`src/rtl/sdram_pwrup_pkg.sv`:
```
package sdram_pwrup_pkg;

   // {cs_n, ras_n, cas_n, we_n}
   typedef enum logic [3:0] {
      CMD_LMR = 4'b0000,
      CMD_REF = 4'b0001,
      CMD_PRE = 4'b0010,
      CMD_NOP = 4'b0111
   } sdr_cmd_e;

   typedef enum logic [3:0] {
      S_IDLE,
      S_NOP,
      S_PRE,
      S_WRP,
      S_AR1,
      S_WRF1,
      S_AR2,
      S_WRF2,
      S_EMR,
      S_WEM,
      S_MRS,
      S_WMR,
      S_READY
   } seq_st_e;

   function automatic logic [2:0] burst_code(input int unsigned bl);
      case (bl)
         2:       return 3'b001;
         4:       return 3'b010;
         8:       return 3'b011;
         default: return 3'b000;
      endcase
   endfunction

   function automatic int unsigned max3(input int unsigned a, input int unsigned b,
                                        input int unsigned c);
      int unsigned m;
      m = (a > b) ? a : b;
      return (m > c) ? m : c;
   endfunction

endpackage

```
`src/rtl/pwrup_wait_ctr.sv`:
```
module pwrup_wait_ctr #(
   parameter int unsigned CNT_W = 4
) (
   input  logic             clk,
   input  logic             rst,
   input  logic             load,
   input  logic [CNT_W-1:0] load_val,
   output logic             expired
);

   logic [CNT_W-1:0] cnt_q;

   always_ff @(posedge clk) begin
      if (rst)
         cnt_q <= '0;
      else if (load)
         cnt_q <= load_val;
      else if (cnt_q != '0)
         cnt_q <= cnt_q - 1'b1;
   end

   assign expired = (cnt_q == '0);

endmodule

```
`src/rtl/pwrup_mode_word.sv`:
```
module pwrup_mode_word #(
   parameter int unsigned ADDR_W           = 13,
   parameter int unsigned CAS_LAT          = 3,
   parameter int unsigned BURST_LEN        = 4,
   parameter bit          BURST_INTERLEAVE = 1'b0,
   parameter logic [ADDR_W-1:0] EMR_VALUE  = '0
) (
   output logic [ADDR_W-1:0] mr_word,
   output logic [ADDR_W-1:0] emr_word
);
   import sdram_pwrup_pkg::*;

   localparam int unsigned LOW_W = 7;
   localparam logic [2:0]  BL_CODE = burst_code(BURST_LEN);
   localparam logic [2:0]  CL_CODE = 3'(CAS_LAT);

   logic       order_bit;
   logic [LOW_W-1:0] low_field;

   generate
      if (BURST_INTERLEAVE) begin : g_intlv
         assign order_bit = 1'b1;
      end else begin : g_seq
         assign order_bit = 1'b0;
      end
   endgenerate

   assign low_field = {CL_CODE, order_bit, BL_CODE};

   generate
      if (ADDR_W > LOW_W) begin : g_wide
         assign mr_word = {{(ADDR_W-LOW_W){1'b0}}, low_field};
      end else begin : g_narrow
         assign mr_word = low_field[ADDR_W-1:0];
      end
   endgenerate

   assign emr_word = EMR_VALUE;

endmodule

```
`src/rtl/pwrup_cmd_decode.sv`:
```
module pwrup_cmd_decode #(
   parameter int unsigned ADDR_W = 13,
   parameter int unsigned BA_W   = 2
) (
   input  sdram_pwrup_pkg::seq_st_e st,
   input  logic [ADDR_W-1:0]        mr_word,
   input  logic [ADDR_W-1:0]        emr_word,
   output logic [3:0]               cmd,
   output logic [BA_W-1:0]          ba,
   output logic [ADDR_W-1:0]        addr
);
   import sdram_pwrup_pkg::*;

   localparam int unsigned AP_BIT = 10;

   always_comb begin
      cmd  = CMD_NOP;
      ba   = '0;
      addr = '0;
      case (st)
         S_PRE: begin
            cmd          = CMD_PRE;
            addr[AP_BIT] = 1'b1;
         end
         S_AR1, S_AR2: cmd = CMD_REF;
         S_EMR: begin
            cmd  = CMD_LMR;
            ba   = BA_W'(1);
            addr = emr_word;
         end
         S_MRS: begin
            cmd  = CMD_LMR;
            addr = mr_word;
         end
         default: cmd = CMD_NOP;
      endcase
   end

endmodule

```
`src/rtl/sdram_pwrup_seq.sv`:
```
module sdram_pwrup_seq #(
   parameter int unsigned ADDR_W           = 13,
   parameter int unsigned BA_W             = 2,
   parameter int unsigned T_RP_CYC         = 3,
   parameter int unsigned T_RFC_CYC        = 10,
   parameter int unsigned T_MRD_CYC        = 2,
   parameter int unsigned CAS_LAT          = 3,
   parameter int unsigned BURST_LEN        = 4,
   parameter bit          BURST_INTERLEAVE = 1'b0,
   parameter logic [ADDR_W-1:0] EMR_VALUE  = '0
) (
   input  logic              clk,
   input  logic              rst,
   input  logic              clk_stable,
   output logic              sd_cs_n,
   output logic              sd_ras_n,
   output logic              sd_cas_n,
   output logic              sd_we_n,
   output logic [BA_W-1:0]   sd_ba,
   output logic [ADDR_W-1:0] sd_addr,
   output logic              init_done
);
   import sdram_pwrup_pkg::*;

   localparam int unsigned MAX_T = max3(T_RP_CYC, T_RFC_CYC, T_MRD_CYC);
   localparam int unsigned CNT_W = (MAX_T < 2) ? 1 : $clog2(MAX_T);
   localparam logic [CNT_W-1:0] LD_RP  = CNT_W'(T_RP_CYC - 2);
   localparam logic [CNT_W-1:0] LD_RFC = CNT_W'(T_RFC_CYC - 2);
   localparam logic [CNT_W-1:0] LD_MRD = CNT_W'(T_MRD_CYC - 2);

   // elaboration-time legality checks
   generate
      if (T_RP_CYC < 2 || T_RFC_CYC < 2 || T_MRD_CYC < 2) begin : g_bad_timing
         $error("sdram_pwrup_seq: every spacing must be at least 2 cycles");
      end
      if (BURST_LEN != 2 && BURST_LEN != 4 && BURST_LEN != 8) begin : g_bad_bl
         $error("sdram_pwrup_seq: burst length must be 2, 4 or 8");
      end
      if (CAS_LAT < 2 || CAS_LAT > 7) begin : g_bad_cl
         $error("sdram_pwrup_seq: CAS latency out of range");
      end
      if (ADDR_W < 11 || BA_W < 1) begin : g_bad_w
         $error("sdram_pwrup_seq: address must reach bit 10, bank width >= 1");
      end
   endgenerate

   seq_st_e          st_q, st_d;
   logic             ld;
   logic [CNT_W-1:0] ld_val;
   logic             expired;
   logic [ADDR_W-1:0] mr_word, emr_word;
   logic [3:0]       cmd;

   always_ff @(posedge clk) begin
      if (rst) st_q <= S_IDLE;
      else     st_q <= st_d;
   end

   always_comb begin
      st_d = st_q;
      case (st_q)
         S_IDLE:  if (clk_stable) st_d = S_NOP;
         S_NOP:   st_d = S_PRE;
         S_PRE:   st_d = S_WRP;
         S_WRP:   if (expired) st_d = S_AR1;
         S_AR1:   st_d = S_WRF1;
         S_WRF1:  if (expired) st_d = S_AR2;
         S_AR2:   st_d = S_WRF2;
         S_WRF2:  if (expired) st_d = S_EMR;
         S_EMR:   st_d = S_WEM;
         S_WEM:   if (expired) st_d = S_MRS;
         S_MRS:   st_d = S_WMR;
         S_WMR:   if (expired) st_d = S_READY;
         S_READY: st_d = S_READY;
         default: st_d = S_IDLE;
      endcase
   end

   // reload the spacing counter in each command cycle
   always_comb begin
      ld     = 1'b0;
      ld_val = '0;
      case (st_q)
         S_PRE:        begin ld = 1'b1; ld_val = LD_RP;  end
         S_AR1, S_AR2: begin ld = 1'b1; ld_val = LD_RFC; end
         S_EMR, S_MRS: begin ld = 1'b1; ld_val = LD_MRD; end
         default:      begin ld = 1'b0; ld_val = '0;     end
      endcase
   end

   pwrup_wait_ctr #(.CNT_W(CNT_W)) u_wait (
      .clk      (clk),
      .rst      (rst),
      .load     (ld),
      .load_val (ld_val),
      .expired  (expired)
   );

   pwrup_mode_word #(
      .ADDR_W           (ADDR_W),
      .CAS_LAT          (CAS_LAT),
      .BURST_LEN        (BURST_LEN),
      .BURST_INTERLEAVE (BURST_INTERLEAVE),
      .EMR_VALUE        (EMR_VALUE)
   ) u_mode (
      .mr_word  (mr_word),
      .emr_word (emr_word)
   );

   pwrup_cmd_decode #(.ADDR_W(ADDR_W), .BA_W(BA_W)) u_dec (
      .st       (st_q),
      .mr_word  (mr_word),
      .emr_word (emr_word),
      .cmd      (cmd),
      .ba       (sd_ba),
      .addr     (sd_addr)
   );

   assign {sd_cs_n, sd_ras_n, sd_cas_n, sd_we_n} = cmd;
   assign init_done = (st_q == S_READY);

endmodule

```
`config.mk`:
```
export PLATFORM = sky130hd
export DESIGN_NAME = sdram_pwrup_seq
export DESIGN_NICKNAME = d
export VERILOG_FILES = /design/src/rtl/sdram_pwrup_pkg.sv /design/src/rtl/pwrup_wait_ctr.sv /design/src/rtl/pwrup_mode_word.sv /design/src/rtl/pwrup_cmd_decode.sv /design/src/rtl/sdram_pwrup_seq.sv
export SDC_FILE = /design/constraint.sdc
export NUM_CORES = 1
export LEC_CHECK = 0
export BUFFER_PORTS_ARGS = -buffer_cell sky130_fd_sc_hd__buf_4
export CAP_MARGIN = 25
export CORE_ASPECT_RATIO = 0.9
export CORE_MARGIN = 5
export CORE_UTILIZATION = 41
export DETAILED_ROUTE_END_ITERATION = 7
export PLACE_DENSITY = 0.75
export SYNTH_ARGS = -nofsm -noshare
export SYNTH_HDL_FRONTEND = slang
export SYNTH_SLANG_ARGS = --single-unit
```
`constraint.sdc`:
```
create_clock -name clk -period 2.1 [get_ports clk]
set_clock_uncertainty 0.1 [all_clocks]
set_input_delay 0.21 -clock clk [delete_from_list [all_inputs] [get_ports clk]]
set_output_delay 0.21 -clock clk [all_outputs]
set_load 0.01 [all_outputs]
```
==> results of run 1 <==
==> flip-flops by register name, indices dropped and copies added (netlist names) <==
name	count
st_q	4
u_wait.cnt_q	4
==> synth_stat cells <==
cell type	number
inv_1	4
buf_4	13
o32ai_1	1
buf_2	4
nor3b_2	1
xnor2_1	1
a21o_1	1
nand2b_1	1
nand4b_1	1
xor2_1	2
o21ai_1	1
conb_1	1
mux2i_1	1
nor4b_1	2
o21ai_2	1
nor2_1	6
o21ai_0	3
a21oi_1	5
nand2_1	5
o211a_1	1
dfxtp_1	8
nor3_1	5
a2111oi_2	1
nor4b_2	1
or3_1	2
inv_2	1
and3_1	2
mux2_2	1
ha_1	1
nor3b_1	1
or3b_4	1
nand3_2	1
==> cells by family after synthesis <==
group,Yosys count
other,1
adder cells (fa/ha/maj),1
flip-flops,8
AND/OR/NAND/NOR,29
XOR/XNOR,3
buffers and inverters,22
AO/OA/AOI/OAI,14
multiplexers,2
==> report_power, final <==
| part | switching (mW) | leakage [nW] | internal [mW] |
|---|---|---|---|
| combinational | 0.186 | 0.227 | 0.185 |
| clock | 0.0474 | 0.0138 | 0.0651 |
| sequential | 0.0705 | 0.0657 | 0.193 |
| total | 0.304 | 0.307 | 0.444 |
==> per-layer routing <==
metal | part of all wire | vias to the layer above | global-route usage
met5 | 0 | - | 0
met4 | 0.0057 | 0 | 0.0628
met3 | 0.056 | 2 | 0.0476
met2 | 0.49 | 17 | 0.183
met1 | 0.45 | 244 | 0.136
li1 | - | 266 | -
==> cells in the final DEF, fill, tap and decap left out, types with 2 or more instances in the layout <==
| cell type | instances |
|---|---|
| conb_1 | 11 |
| o21ai_0 | 3 |
| nor4b_1 | 2 |
| a21oi_1 | 5 |
| inv_1 | 4 |
| or3_1 | 2 |
| nand2_1 | 5 |
| and3_1 | 2 |
| xor2_1 | 2 |
| nor3_1 | 5 |
| clkbuf_4 | 3 |
| buf_4 | 11 |
| dfxtp_1 | 8 |
| nor2_1 | 6 |
==> area by class of cell <==
cell class | count | share of cell area
clock buffers | 3 | 0.0331
inverters | 5 | 0.0276
multi-input cells | 60 | 0.554
flip-flops and latches | 8 | 0.236
well taps | 15 | 0.0276
repair buffers | 11 | 0.122
==> path summary, 6_finish.rpt <==
kind                                 startpoint              end  slack, ns  depth (start not counted)
worst min-delay path                        rst  u_wait.cnt_q[0]       0.09                          2
worst max-delay path                    st_q[3]         sd_ras_n       0.16                          4
worst max register to register  u_wait.cnt_q[0]  u_wait.cnt_q[1]       0.48                          4
worst min register to register  u_wait.cnt_q[1]  u_wait.cnt_q[1]       0.47                          2
==> per-stage QoR <==
step	hold WS [ns]	instance area, sq um	cells	setup WS, ns
after floorplan	0.182	673	90	0.620
after global placement	0.350	657	99	0.485
after detailed placement	0.351	657	99	0.456
after CTS	0.0840	679	102	0.178
after global routing	0.0917	679	102	0.0279
final	0.0932	679	102	0.161
==> flow_summary.json, run 1 <==
{
  "io_buffers": 11,
  "cpPeakStageDelay_ns": 0.61,
  "synth-xor-area-share": 0.0413,
  "post_cts_buffers": 0,
  "synth.lib_cells_used.distinct": 32,
  "first_global_vias": 427,
  "crit_family": "flip-flops",
  "critPathMaxFanout": 15,
  "cts_buffers": 3,
  "yosys_warnings": 0,
  "grt_start_max_net_pins": 16,
  "synthMuxAreaShare": 0.0335,
  "grt_use_total": 0.116,
  "slew_violations": 0,
  "cts_sinks": 8,
  "die_h_microns": 47.4,
  "synthSimpleGateAreaFrac": 0.283,
  "initial_core_util": 0.434,
  "dr_total_vias": 529,
  "synth_top_area_cell": "dfxtp_1",
  "cts_hold_buf": 0,
  "insertion_delay_ns": 0.25,
  "drt_iter0_markers": 8,
  "start_kind": "flop",
  "fp.dieW_microns": 51.5,
  "critical_path_class": "reg -> out",
  "finalCritPeriodShare": 0.923,
  "power_density_mw_per_mm2": 1100,
  "drive_above_1_share": 0.253,
  "syn_area_sq_um": 636,
  "avgRoutedWirePerCell_microns": 12.0,
  "row_count": 13,
  "leakagePower_nw": 0.307,
  "dp_hpwl_microns": 926,
  "ys_seq_area_frac": 0.252,
  "peakVddDrop_uv": 557,
  "seq_area_sq_um": 160,
  "crit_required_ns": 1.79,
  "synth_fa_ha_area_frac": 0.0197,
  "syn_to_final_growth_pct": 6.89,
  "antenna_found_initial": 0,
  "clk_pin_slew_ns": 0.05,
  "p_total_mw": 0.748,
  "hold_viol": 0,
  "fin_crit_ns": 1.94,
  "synth_compound_area_frac": 0.150,
  "grt_pass1_wl_microns": 2000,
  "end_kind": "output pin",
  "drt_drc_violations_left": 0,
  "viasPerCell": 5.19,
  "fillers": 161,
  "utilization": 0.464,
  "avgSynthCellArea_sq_um": 7.95,
  "synth_top_area_frac": 0.252,
  "cts_tree": "yes",
  "cts_resized": 0,
  "path_buf_inv": 2,
  "status": "complete, no violations",
  "setup_viol": 0,
  "hold_class": "in -> reg",
  "synth_top_family_by_area": "simple AND/OR/NAND/NOR gates",
  "crit_arrival_ns": 1.63,
  "max_freq_ghz": 0.516,
  "grt_overflow_total": 0,
  "diodes": 0,
  "clockBufferDepth": 2,
  "cts_root_buffer": "clkbuf_4",
  "synth_cells": 80,
  "setup_tns_ns": 0,
  "yosys-top-cells-area": "dfxtp_1, buf_4, a21oi_1, nor3_1, nor2_1",
  "gp_congestion": 0.842,
  "nets": 93,
  "dieArea_sq_mm": 0.00244,
  "h-tree-depth": 1,
  "core_area_sq_mm": 0.00146,
  "ys_seq_elements": 8,
  "totalWireLength_microns": 1220,
  "drtPass1Iterations": 4,
  "cp_cell_sequence": "nor3_1, nor3b_1, inv_1, buf_4",
  "ant_nets": 0,
  "rsz0062_at_grt": "false",
  "drv_cap": 0,
  "multi_input_area_sq_um": 377,
  "pin_count": 23,
  "cp_slowest_cell": "dfxtp_1"
}
(Power assumes the default switching activity.)
==> inputs of run 2 (changes only) <==
- SETUP_SLACK_MARGIN: default -> 0.3
==> run 2 against run 1 <==
Count of clock-buffer cells in the layout is the same. Cell area grew 1.3%. Total power grew 0.66%. Highest routed layer unchanged. Critical path type unchanged. Clock power is essentially flat. Non-clock buffer count is the same. Register-to-register slack is essentially flat.
==> flow_summary.json, run 2 (synthesis results as in run 1) <==
{
  "nets": 93,
  "largest_registers": "st_q (4), u_wait.cnt_q (4)",
  "cts_buffers": 3,
  "ff2ff_path_depth": 4,
  "cp_cell_sequence": "nor2_1, and3_1, buf_4",
  "fp.dieW_microns": 51.5,
  "setup_tns_ns": 0,
  "holdPathEnd": "st_q[3]",
  "path_buf_inv": 1,
  "viasPerCell": 5.18,
  "crit_arrival_ns": 1.38,
  "preCtsSetupSlack_ns": 0.456,
  "setup_viol": 0,
  "first_global_vias": 427,
  "cts_sinks": 8,
  "hold_class": "in -> reg",
  "setup_ws_ns": 0.410,
  "min_path_cells": 2,
  "reg2reg_slack_ns": 0.48,
  "status": "complete, no violations",
  "totalWireLength_microns": 1230,
  "drt_iter0_markers": 15,
  "cts_root_buffer": "clkbuf_4",
  "hp-start": "rst",
  "insertion_delay_ns": 0.25,
  "cpPeakStageDelay_ns": 0.62,
  "p_int_mw": 0.447,
  "drt_drc_violations_left": 0,
  "p_sw_mw": 0.306,
  "cp_slowest_cell": "dfxtp_1",
  "gp_congestion": 0.842,
  "h-tree-depth": 1,
  "initial_core_util": 0.434,
  "final_cell_mix": "conb_1, buf_4, nor2_1",
  "grt_use_total": 0.116,
  "grt_pass1_wl_microns": 2000,
  "antenna_found_initial": 0,
  "finalCritPeriodShare": 0.805,
  "dieArea_sq_mm": 0.00244,
  "r2r-start": "u_wait.cnt_q[0]",
  "core_area_sq_mm": 0.00146,
  "ant_nets": 0,
  "crit_required_ns": 1.79,
  "drtPass1Iterations": 4,
  "leakagePower_nw": 0.311,
  "fin_crit_ns": 1.69,
  "grt_overflow_total": 0,
  "max_freq_ghz": 0.592,
  "die_h_microns": 47.4,
  "dr_total_vias": 528,
  "swShare": 0.406,
  "r2r-end": "u_wait.cnt_q[1]",
  "start_kind": "flop",
  "cts_tree": "yes",
  "combPwrFrac": 0.497,
  "avgRoutedWirePerCell_microns": 12.0,
  "drive_above_1_share": 0.299,
  "p_clk_frac": 0.150,
  "peakVddDrop_uv": 541,
  "io_buffers": 11,
  "critPathMaxFanout": 14,
  "dp_hpwl_microns": 926,
  "drv_cap": 0,
  "diodes": 0,
  "rsz0062_at_grt": "true",
  "row_count": 13,
  "slew_violations": 0,
  "crit_family": "flip-flops",
  "cts_hold_buf": 0,
  "clk_pin_slew_ns": 0.05,
  "end_kind": "output pin",
  "clockBufferDepth": 2,
  "hold_viol": 0,
  "power_density_mw_per_mm2": 1090,
  "critical_path_class": "reg -> out",
  "grt_start_max_net_pins": 16,
  "seqPwrFrac": 0.353,
  "pin_count": 23,
  "syn_to_final_growth_pct": 8.27
}
==> run 2: changes by cell type in the layout (fill, tap and decap cells not counted) <==
cell / delta
dfxtp_2: +3
dfxtp_1: -3
nor3b_1: -1
nor3b_2: +1
==> run 2: how the worst max path moves through the flow <==
stage / slack, ns / cells past startpoint / from / endpoint
floorplan: 0.62 / 4 / u_wait.cnt_q[0] / u_wait.cnt_q[1]
global placement: 0.49 / 4 / st_q[3] / sd_ras_n
detailed placement: 0.46 / 4 / st_q[3] / sd_ras_n
CTS: 0.35 / 4 / st_q[3] / sd_ras_n
global route: 0.30 / 3 / st_q[0] / sd_addr[5]
finish: 0.41 / 3 / st_q[0] / sd_addr[5]
==> run 2: metrics by stage <==
stage               total power [mW]  cells  cell area [sq um]  utilization  hold slack [ns]
CTS                            0.754    102                683        0.467           0.0840
floorplan                      0.565     90                673            -            0.182
global placement               0.623     99                657        0.449            0.350
global route                   0.826    102                688        0.470           0.0924
detailed placement             0.635     99                657        0.449            0.351
finish                         0.753    102                688        0.470           0.0890
==> run 2: power by group through the flow <==
stage / clock (mW) / combinational [mW] / sequential (mW)
5_1_grt: 0.129 / 0.421 / 0.276
4_1_cts: 0.118 / 0.370 / 0.265
2_1_floorplan: 0 / 0.337 / 0.228
3_3_place_gp: 0 / 0.363 / 0.261
6_report: 0.113 / 0.374 / 0.266
3_5_place_dp: 0 / 0.368 / 0.267
==> run 2: final cells by class <==
cell class              count  area, sq um
clock buffers               3         22.5
fillers                   162          776
inverters                   5         18.8
multi-input cells          60          382
flip-flops and latches      8          164
well taps                  15         18.8
repair buffers             11         82.6
==> run 2: repair_timing <==
action                                 in CTS  in global routing
pin swaps                                   0                  0
cloned                                      0                  0
buffers inserted                            0                  0
endpoints found under the hold margin       0                  0
setup endpoints to repair                   1                  1
resized for setup                           3                  1
==> run 2: routing by layer <==
| metal | track usage | vias to the layer above | wire [microns] |
|---|---|---|---|
| met5 | 0 | - | 0 |
| met4 | 0.0628 | 0 | 7 |
| met3 | 0.0476 | 2 | 60 |
| met2 | 0.183 | 13 | 618 |
| met1 | 0.136 | 245 | 540 |
| li1 | - | 268 | - |
==> inputs of run 3 (changes only) <==
- clock period: 2.1 -> 1.6 ns (I/O delays scaled with it)
==> run 3 against run 2 <==
Global-route usage grew 0.20 points. Sequential share of layout area fell by 4.4 points. Total power is 67% higher. Sequential power rose by 34%. Register-to-register slack lost 0.40 ns. Clock power rose by 47%. First-iteration DRC count shrank 80%. Via count up 16%. Critical path depth grew 3. Worst hold slack lost 0.070 ns. Die area unchanged. Flip-flop and latch count unchanged. Critical path type is now reg -> reg. Critical endpoint is now st_q[2]. Highest routed layer unchanged.
==> flow_summary.json, run 3 (synthesis results as in run 1) <==
{
  "hold_viol": 0,
  "r2r-end": "st_q[2]",
  "core_area_sq_mm": 0.00146,
  "dr_total_vias": 610,
  "hp-start": "rst",
  "ff2ff_path_depth": 6,
  "drt_drc_violations_left": 0,
  "crit_required_ns": 1.65,
  "totalWireLength_microns": 1470,
  "start_kind": "flop",
  "power_density_mw_per_mm2": 1370,
  "end_kind": "flop",
  "reg2reg_slack_ns": 0.08,
  "slew_violations": 0,
  "finalCritPeriodShare": 0.950,
  "r2r-start": "st_q[2]",
  "maxUsedRoutingLayer": "met4",
  "multi_input_area_sq_um": 477,
  "critical_path_class": "reg -> reg",
  "peakVddDrop_uv": 623,
  "grt_pass1_wl_microns": 2100,
  "dp_cells": 102,
  "holdPathEnd": "u_wait.cnt_q[1]",
  "hold_class": "in -> reg",
  "grt_use_total": 0.118,
  "final_cell_mix": "buf_4, conb_1, buf_6, nand2_1, a21oi_1",
  "drive_above_1_share": 0.515,
  "h-tree-depth": 1,
  "row_count": 13,
  "ant_nets": 0,
  "diodes": 0,
  "leakagePower_nw": 0.392,
  "drtPass1Iterations": 5,
  "fp.dieW_microns": 51.5,
  "syn_to_final_growth_pct": 44.3,
  "wl_met2_microns": 711,
  "critPathMaxFanout": 7,
  "setup_ws_ns": 0.0799,
  "fillers": 119,
  "initial_core_util": 0.434,
  "status": "complete, no violations",
  "cts_hold_buf": 0,
  "gp_congestion": 0.782,
  "pin_count": 23,
  "antenna_found_initial": 0,
  "setup_tns_ns": 0,
  "grt_overflow_total": 0,
  "seq_area_sq_um": 178,
  "drt_iter0_markers": 3,
  "io_buffers": 11,
  "drv_cap": 0,
  "fin_crit_ns": 1.52,
  "viasPerCell": 5.35,
  "stdcell_count": 114,
  "rsz0062_at_grt": "true",
  "die_h_microns": 47.4,
  "cts_sinks": 8,
  "clockBufferDepth": 2,
  "preCtsSetupSlack_ns": 0.0902,
  "swShare": 0.399,
  "combPwrFrac": 0.586,
  "max_freq_ghz": 0.658,
  "p_total_mw": 1.26,
  "insertion_delay_ns": 0.27,
  "grt_start_max_net_pins": 15,
  "cts_root_buffer": "clkbuf_4",
  "final_common_cell": "buf_4",
  "p_int_mw": 0.757,
  "cts_buffers": 3,
  "crit_arrival_ns": 1.57,
  "p_sw_mw": 0.502,
  "clk_pin_slew_ns": 0.06,
  "seqPwrFrac": 0.282,
  "wl_met1_microns": 608,
  "largest_registers": "st_q (4), u_wait.cnt_q (4)",
  "min_path_cells": 2,
  "cts_tree": "yes",
  "dp_hpwl_microns": 925,
  "p_clk_frac": 0.132,
  "nets": 105,
  "dr_wl_met3_microns": 125,
  "first_global_vias": 509,
  "dieArea_sq_mm": 0.00244,
  "setup_viol": 0,
  "avgRoutedWirePerCell_microns": 12.9
}
## run 3: cell types whose count changed in the layout (fill, tap and decap cells not counted), moves of 2 or more
| cell | change |
|---|---|
| inv_2 | +2 |
| nor2_1 | -2 |
| inv_1 | -2 |
| nor4b_4 | +2 |
| buf_6 | +6 |
| nor4b_1 | -2 |
| buf_4 | +5 |
| dfxtp_1 | -3 |
| dfxtp_4 | +4 |
## run 3: repair_timing
action,CTS,global route
gates resized for setup,19,12
setup buffers,9,0
setup endpoints to repair,17,16
pin swaps,12,6
## run 3: worst max-delay path by stage
stage	start	end	slack [ns]	cells past startpoint
after floorplan	u_wait.cnt_q[1]	st_q[1]	0.21	6
after global placement	u_wait.cnt_q[0]	st_q[1]	0.13	6
after detailed placement	u_wait.cnt_q[0]	st_q[1]	0.09	6
after CTS	st_q[2]	sd_addr[4]	0.14	4
after global routing	st_q[3]	st_q[2]	0.03	5
final	st_q[2]	st_q[2]	0.08	6
## run 3: routing by layer
layer / global-route usage / vias to the layer above
met1: 0.134 / 277
met3: 0.0222 / 3
met4: 0.0785 / 0
met5: 0 / -
met2: 0.206 / 33
li1: - / 297
## run 3: layout make-up
class                      count  share of cell area
multi-input combinational     60               0.520
timing repair buffer          23               0.221
sequential                     8               0.194
clock buffer                   3              0.0246
inverter                       5              0.0205
tap                           15              0.0205
## run 3: metrics by stage
stage / cell area, sq um / utilization / hold WS, ns
2_1_floorplan: 694 / - / 0.125
3_3_place_gp: 701 / 0.479 / 0.295
3_5_place_dp: 701 / 0.479 / 0.298
4_1_cts: 862 / 0.589 / 0.0150
5_1_grt: 917 / 0.626 / 0.0310
6_report: 917 / 0.626 / 0.0189
## run 3: worst max-delay path, stage by stage, from the launching register on
cell     delay [ns]
dfxtp_4        0.36
buf_8          0.14
buf_4          0.14
o21ai_0        0.10
nor2_1         0.08
or3_1          0.33
o32ai_1        0.15
## run 3: power by group through the flow
stage | clock network (mW) | logic, mW | registers (mW)
3_5_place_dp | 0 | 0.536 | 0.344
6_report | 0.166 | 0.738 | 0.356
3_3_place_gp | 0 | 0.527 | 0.340
4_1_cts | 0.168 | 0.688 | 0.344
2_1_floorplan | 0 | 0.472 | 0.307
5_1_grt | 0.176 | 0.797 | 0.368
